<file path="src/rtl/tlb_pkg.sv">
package tlb_pkg;
  parameter int TLB_ENTRIES = 8;
  parameter int TLB_VPN_W   = 20;
  parameter int TLB_PPN_W   = 20;
  parameter int TLB_OFF_W   = 12;

  typedef struct packed {
    logic sup_only;
    logic can_rd;
    logic can_wr;
  } tlb_rights_t;
endpackage

</file>
<file path="src/rtl/tlb_match.sv">
module tlb_match #(
  parameter int ENTRIES = 8,
  parameter int TAG_W   = 20
) (
  input  logic [ENTRIES-1:0]            valid_i,
  input  logic [ENTRIES-1:0][TAG_W-1:0] tags_i,
  input  logic [TAG_W-1:0]              key_i,
  output logic [ENTRIES-1:0]            match_o
);
  for (genvar g = 0; g < ENTRIES; g++) begin : g_cmp
    assign match_o[g] = valid_i[g] && (tags_i[g] == key_i);
  end
endmodule

</file>
<file path="src/rtl/tlb_lru.sv">
module tlb_lru #(
  parameter int ENTRIES = 8,
  localparam int AGE_W  = $clog2(ENTRIES)
) (
  input  logic               clk,
  input  logic               rst_n,
  input  logic               touch_i,
  input  logic [AGE_W-1:0]   touch_idx_i,
  output logic [AGE_W-1:0]   lru_idx_o,
  output logic [ENTRIES-1:0] oldest_o
);
  // age 0 = most recent; ages always form a permutation of 0..ENTRIES-1
  logic [ENTRIES-1:0][AGE_W-1:0] age_q;
  logic [AGE_W-1:0]              touched_age;

  assign touched_age = age_q[touch_idx_i];

  always_ff @(posedge clk) begin
    if (!rst_n) begin
      for (int i = 0; i < ENTRIES; i++) age_q[i] <= AGE_W'(i);
    end else if (touch_i) begin
      for (int i = 0; i < ENTRIES; i++) begin
        if (AGE_W'(i) == touch_idx_i)   age_q[i] <= '0;
        else if (age_q[i] < touched_age) age_q[i] <= age_q[i] + 1'b1;
      end
    end
  end

  for (genvar g = 0; g < ENTRIES; g++) begin : g_old
    assign oldest_o[g] = (age_q[g] == AGE_W'(ENTRIES-1));
  end

  always_comb begin
    lru_idx_o = '0;
    for (int i = 0; i < ENTRIES; i++)
      if (oldest_o[i]) lru_idx_o = AGE_W'(i);
  end
endmodule

</file>
<file path="src/rtl/tlb_rights.sv">
module tlb_rights (
  input  tlb_pkg::tlb_rights_t rights_i,
  input  logic                 is_write_i,
  input  logic                 is_super_i,
  output logic                 fault_o
);
  logic priv_bad, read_bad, write_bad;
  assign priv_bad  = rights_i.sup_only && !is_super_i;
  assign read_bad  = !is_write_i && !rights_i.can_rd;
  assign write_bad = is_write_i && !rights_i.can_wr;
  assign fault_o   = priv_bad || read_bad || write_bad;
endmodule

</file>
<file path="src/rtl/tlb_perm.sv">
module tlb_perm #(
  parameter int ENTRIES = tlb_pkg::TLB_ENTRIES,
  parameter int VPN_W   = tlb_pkg::TLB_VPN_W,
  parameter int PPN_W   = tlb_pkg::TLB_PPN_W,
  parameter int OFF_W   = tlb_pkg::TLB_OFF_W
) (
  input  logic             clk,
  input  logic             rst_n,
  input  logic             lk_valid,
  input  logic [VPN_W+OFF_W-1:0] lk_vaddr,
  input  logic             lk_write,
  input  logic             lk_super,
  output logic             lk_hit,
  output logic             lk_miss,
  output logic             lk_fault,
  output logic             lk_dirty,
  output logic [PPN_W+OFF_W-1:0] lk_paddr,
  output logic [VPN_W-1:0] miss_vpn,
  input  logic             rf_valid,
  input  logic [VPN_W-1:0] rf_vpn,
  input  logic [PPN_W-1:0] rf_ppn,
  input  logic             rf_sup_only,
  input  logic             rf_can_rd,
  input  logic             rf_can_wr,
  input  logic             rf_dirty,
  input  logic             inv_all
);
  import tlb_pkg::*;

  localparam int VA_W  = VPN_W + OFF_W;
  localparam int PA_W  = PPN_W + OFF_W;
  localparam int IDX_W = $clog2(ENTRIES);

  // index of the single set bit (zero when none)
  function automatic logic [IDX_W-1:0] onehot_idx(input logic [ENTRIES-1:0] v);
    logic [IDX_W-1:0] r = '0;
    for (int i = 0; i < ENTRIES; i++) if (v[i]) r = IDX_W'(i);
    return r;
  endfunction

  // lowest-numbered clear bit
  function automatic logic [IDX_W-1:0] first_clear(input logic [ENTRIES-1:0] v);
    logic [IDX_W-1:0] r = '0;
    for (int i = ENTRIES-1; i >= 0; i--) if (!v[i]) r = IDX_W'(i);
    return r;
  endfunction

  // refill target: same tag, else lowest invalid, else least recently used
  function automatic logic [IDX_W-1:0] pick_victim(input logic [ENTRIES-1:0] same_tag,
                                                   input logic [ENTRIES-1:0] valid,
                                                   input logic [IDX_W-1:0]   lru);
    if (|same_tag)  return onehot_idx(same_tag);
    if (!(&valid))  return first_clear(valid);
    return lru;
  endfunction

  // entry storage
  logic [ENTRIES-1:0]            valid_q, dirty_q;
  logic [ENTRIES-1:0][VPN_W-1:0] tag_q;
  logic [ENTRIES-1:0][PPN_W-1:0] ppn_q;
  tlb_rights_t                   rights_q [ENTRIES];

  // lookup path
  logic [VPN_W-1:0]   lk_vpn;
  logic [OFF_W-1:0]   lk_off;
  logic [ENTRIES-1:0] tag_match, hit_vec;
  logic [IDX_W-1:0]   hit_idx;
  logic               hit_any, rights_bad, lk_ok;

  assign lk_vpn  = lk_vaddr[VA_W-1:OFF_W];
  assign lk_off  = lk_vaddr[OFF_W-1:0];

  tlb_match #(.ENTRIES(ENTRIES), .TAG_W(VPN_W)) u_lk_match (
    .valid_i(valid_q), .tags_i(tag_q), .key_i(lk_vpn), .match_o(tag_match)
  );

  assign hit_vec = tag_match & {ENTRIES{lk_valid}};
  assign hit_any = |hit_vec;
  assign hit_idx = onehot_idx(hit_vec);

  tlb_rights u_rights (
    .rights_i(rights_q[hit_idx]), .is_write_i(lk_write),
    .is_super_i(lk_super), .fault_o(rights_bad)
  );

  assign lk_ok    = hit_any && !rights_bad;
  assign lk_hit   = hit_any;
  assign lk_fault = hit_any && rights_bad;
  assign lk_miss  = lk_valid && !hit_any;
  assign lk_dirty = hit_any && dirty_q[hit_idx];
  assign lk_paddr = lk_ok ? {ppn_q[hit_idx], lk_off} : '0;
  assign miss_vpn = lk_miss ? lk_vpn : '0;

  // refill path
  logic [ENTRIES-1:0] rf_same;
  logic [IDX_W-1:0]   lru_idx, victim_idx;
  logic [ENTRIES-1:0] oldest_vec;

  tlb_match #(.ENTRIES(ENTRIES), .TAG_W(VPN_W)) u_rf_match (
    .valid_i(valid_q), .tags_i(tag_q), .key_i(rf_vpn), .match_o(rf_same)
  );

  assign victim_idx = pick_victim(rf_same, valid_q, lru_idx);

  // named events for the checker
  logic ev_refill, ev_dirty_set, touch_en;
  logic [IDX_W-1:0] touch_idx;

  assign ev_refill    = rf_valid && !inv_all;
  assign ev_dirty_set = lk_ok && lk_write && !rf_valid && !inv_all;
  assign touch_en     = ev_refill || (lk_ok && !inv_all && !rf_valid);
  assign touch_idx    = rf_valid ? victim_idx : hit_idx;

  tlb_lru #(.ENTRIES(ENTRIES)) u_lru (
    .clk(clk), .rst_n(rst_n), .touch_i(touch_en), .touch_idx_i(touch_idx),
    .lru_idx_o(lru_idx), .oldest_o(oldest_vec)
  );

  always_ff @(posedge clk) begin
    if (!rst_n) begin
      valid_q <= '0;
      dirty_q <= '0;
      tag_q   <= '0;
      ppn_q   <= '0;
      for (int i = 0; i < ENTRIES; i++) rights_q[i] <= '0;
    end else if (inv_all) begin
      valid_q <= '0;
    end else if (ev_refill) begin
      valid_q[victim_idx]  <= 1'b1;
      dirty_q[victim_idx]  <= rf_dirty;
      tag_q[victim_idx]    <= rf_vpn;
      ppn_q[victim_idx]    <= rf_ppn;
      rights_q[victim_idx] <= '{sup_only: rf_sup_only, can_rd: rf_can_rd, can_wr: rf_can_wr};
    end else if (ev_dirty_set) begin
      dirty_q[hit_idx] <= 1'b1;
    end
  end
endmodule

</file>
<file path="config.mk">
export PLATFORM = sky130hd
export DESIGN_NAME = tlb_perm
export DESIGN_NICKNAME = d
export VERILOG_FILES = /design/src/rtl/tlb_pkg.sv /design/src/rtl/tlb_match.sv /design/src/rtl/tlb_lru.sv /design/src/rtl/tlb_rights.sv /design/src/rtl/tlb_perm.sv
export SDC_FILE = /design/constraint.sdc
export NUM_CORES = 1
export LEC_CHECK = 0
export ABC_AREA = 1
export BUFFER_PORTS_ARGS = -buffer_cell sky130_fd_sc_hd__buf_2
export CELL_PAD_IN_SITES_DETAIL_PLACEMENT = 1
export CELL_PAD_IN_SITES_GLOBAL_PLACEMENT = 1
export CORE_UTILIZATION = 44
export DETAILED_ROUTE_END_ITERATION = 10
export HOLD_SLACK_MARGIN = 0.08
export PLACE_DENSITY = 0.91
export SKIP_LAST_GASP = 1
export SLEW_MARGIN = 15
export SYNTH_ARGS = -nofsm -noshare
export SYNTH_HDL_FRONTEND = slang
export SYNTH_HIERARCHICAL = 1
export SYNTH_SLANG_ARGS = --single-unit
</file>
<file path="constraint.sdc">
create_clock -name clk -period 5.6 [get_ports clk]
set_input_delay 1.12 -clock clk [delete_from_list [all_inputs] [get_ports clk]]
set_output_delay 1.12 -clock clk [all_outputs]
set_load 0.03 [all_outputs]
</file>
==> flow_summary.toml <==
[global_route]
grt_start_max_net_pins = 69
grt_pass1_wl_um = 160000
first_global_vias = 26000
grt_use_total_pct = 42.6
antenna_found_initial = 4
overflow = 0

[synthesis]
syn_nets = 3516
synth_top_area_share_pct = 33.4
synth.avg_cell_area_um2 = 6.34
ys_warn_count = 6
synth.distinct_cells = 42
ys_ff_latch = 384
yosysTopAreaCell = "dfxtp_1"
ys_seq_area_share_pct = 36.8
synth.area.top_cells = "dfxtp_1, nand2_1, inv_1, o21ai_0, nor2_1"
synthCells = 3401
netlist_area_um2 = 21600

[pwr]
power_w = 0.00694
max-vdd-ir-drop_mv = 0.232
power.density_nw_per_um2 = 265
power_leakage_nw = 11.4

[setup_path]
rr_startpoint = "tag_q[155]"
arrival_ns = 4.86
slowest_delay_ns = 0.47
critPathLaunchType = "input pin"
timing.rr.end = "u_lru/age_q[16]"
worst_path_max_delay_cell = "o21ai_0"
ff2ff_setup_slack_ns = 0.84
rr_worst_depth = 32
end_kind = "output port"
cp-startpoint = "lk_vaddr[27]"
path_class = "in -> out"
worstPathMaxFanout = 7
cp-endpoint = "lk_paddr[16]"
critPathRequiredTime_ns = 4.48

[layout]
finalNonFillerCells = 4252
insertedDiodeCount = 0
fin_area_um2 = 26200
final_layout_size_suffix_gt1_share_pct = 18.1
nFillCells = 6413
regArea_um2 = 7930
syn_to_final_growth_pct = 21.6
final_nets = 3718
multi_input_area_um2 = 11600

[run_status]
status = "finished with violations"
violations = "setup timing"

[sta]
finalCritPeriodShare_pct = 107
relSlewSlack_pct = 19.3
hold_viol = 0
tightest_slew_ns = 1.21
finalCriticalPeriod_ns = 5.98
slew_viol_final = 0
rsz0062_at_grt = "true"
fin_ws_ns = -0.381
setup_viol = 33
fmaxAchievable_mhz = 167
finClkSkew_ns = 0.0546
setup-tns-final_ns = -7.63

[clocking]
clock-sinks = 384
cts_hold_buffers = 0
clk_pin_slew_ns = 0.06
cts_tree = "done"
cts.path.max_buffers = 3
htreeDepth = 2
insertion_delay_ns = 0.66
cts_buffers = 44
root_buffer = "clkbuf_16"

[placed_design]
dp.cells = 4150
place_ws_ns = -0.480
place_hpwl_um = 71900
place_area_um2 = 23500
portBuffers = 138
place.gp.congestion = 1.10

[routing]
drt-vias-per-instance = 6.10
dr.first_iter.drc_count = 3004
vias = 25900
wl_per_cell_um = 26.4
dr.pass1.iters = 5
routed_wl_um = 112000
antenna_left = 0
drc = 0

[worst_hold_path]
hp-class = "reg -> reg"
hold_start = "ppn_q[27]"

[floorplanning]
io-pin-count = 139
die_w_um = 223
rows = 80
die_area_um2 = 49900
initial_core_util_pct = 44.9
design.core.area_um2 = 48000
die_height_um = 223

[run]
drv_cap = 0
[Yosys cell counts (all sizes together)]
library cell	count
ha	32
a22oi	6
clkbuf	60
xor2	16
a31oi	1
edfxtp	24
o22ai	92
a21oi	55
xnor2	16
or2	11
nor3	9
nand3	242
nand4	13
buf	89
nand3b	13
a21o	1
o21ai	398
dfxtp	360
inv	489
nor2	346
o21bai	2
o211ai	9
nand2	1104
o221ai	13
[state kept, by name, summed over array words and instances (netlist names)]
name	count
dirty_q	8
ppn_q	160
rights_q	24
tag_q	160
u_lru/age_q	24
valid_q	8
[routing by layer]
metal  routed length [um]  track usage [%]  vias to the layer above
li1                     -                -                    11100
met1                40200             48.8                    12400
met2                50300             69.1                     1789
met3                11500             9.52                      633
met4                10200             33.2                        8
met5                   56                0                        -
[worst min path at each step]
stage | slack [ns] | to | cells after the start
after floorplan | 0.42 | ppn_q[0] | 2
after global placement | 0.43 | ppn_q[0] | 2
after detailed placement | 0.44 | ppn_q[117] | 2
after CTS | 0.46 | ppn_q[108] | 2
after global routing | 0.49 | ppn_q[18] | 2
final | 0.47 | ppn_q[27] | 2
[report_power, final]
| group | switching [W] | internal, W |
|---|---|---|
| combinational | 0.000568 | 0.000253 |
| clock | 0.00139 | 0.00189 |
| sequential | 0.0000420 | 0.00279 |
| total | 0.00200 | 0.00494 |
[final cells by class]
class	count	area share, %
clock buffers	62	4.88
clock inverters	18	1.20
inverters	489	7.18
multi-input cells	2379	44.4
flip-flops and latches	384	30.2
well taps	615	2.94
repair buffers	305	9.17
[critical path: cells and delay by family]
family | cells | cell delay, ns
and+or+nand+nor | 16 | 2.02
buffers and inverters | 7 | 0.93
AOI/OAI and AO/OA | 3 | 0.75
[stage by stage]
stage	hold WS, ns	utilization, %
floorplan	0.421	-
global placement	0.432	49.0
detailed placement	0.442	49.0
CTS	0.460	52.9
global route	0.487	54.6
finish	0.470	54.6
[cell usage in the layout, fill, tap and decap left out, types with 46 or more instances in the layout]
| master | Yosys | layout |
|---|---|---|
| buf_4 | 26 | 152 |
| o21ai_0 | 340 | 319 |
| nand2_2 | 33 | 76 |
| nand2_1 | 1067 | 1016 |
| o21ai_1 | 49 | 55 |
| dfxtp_1 | 360 | 360 |
| o22ai_1 | 92 | 91 |
| buf_2 | 52 | 100 |
| nor2_1 | 321 | 278 |
| nand3_1 | 238 | 226 |
| nor2_2 | 23 | 46 |
| inv_1 | 461 | 437 |
[logic make-up after synthesis]
kind of cell    after synthesis  synth area share (%)
buf+inv                     638                  12.1
compound gates              577                  14.6
simple gates               1738                  33.3
fa+ha+maj                    32                  1.86
xor+xnor                     32                  1.30
flops                       384                  36.8
[repair_timing]
action	4_1_cts	5_1_grt
gates resized for setup	89	221
buffers inserted	4	16
endpoints found under the setup margin	33	33
gates cloned	1	1
pin swaps	31	78
(Power assumes the default switching activity.)
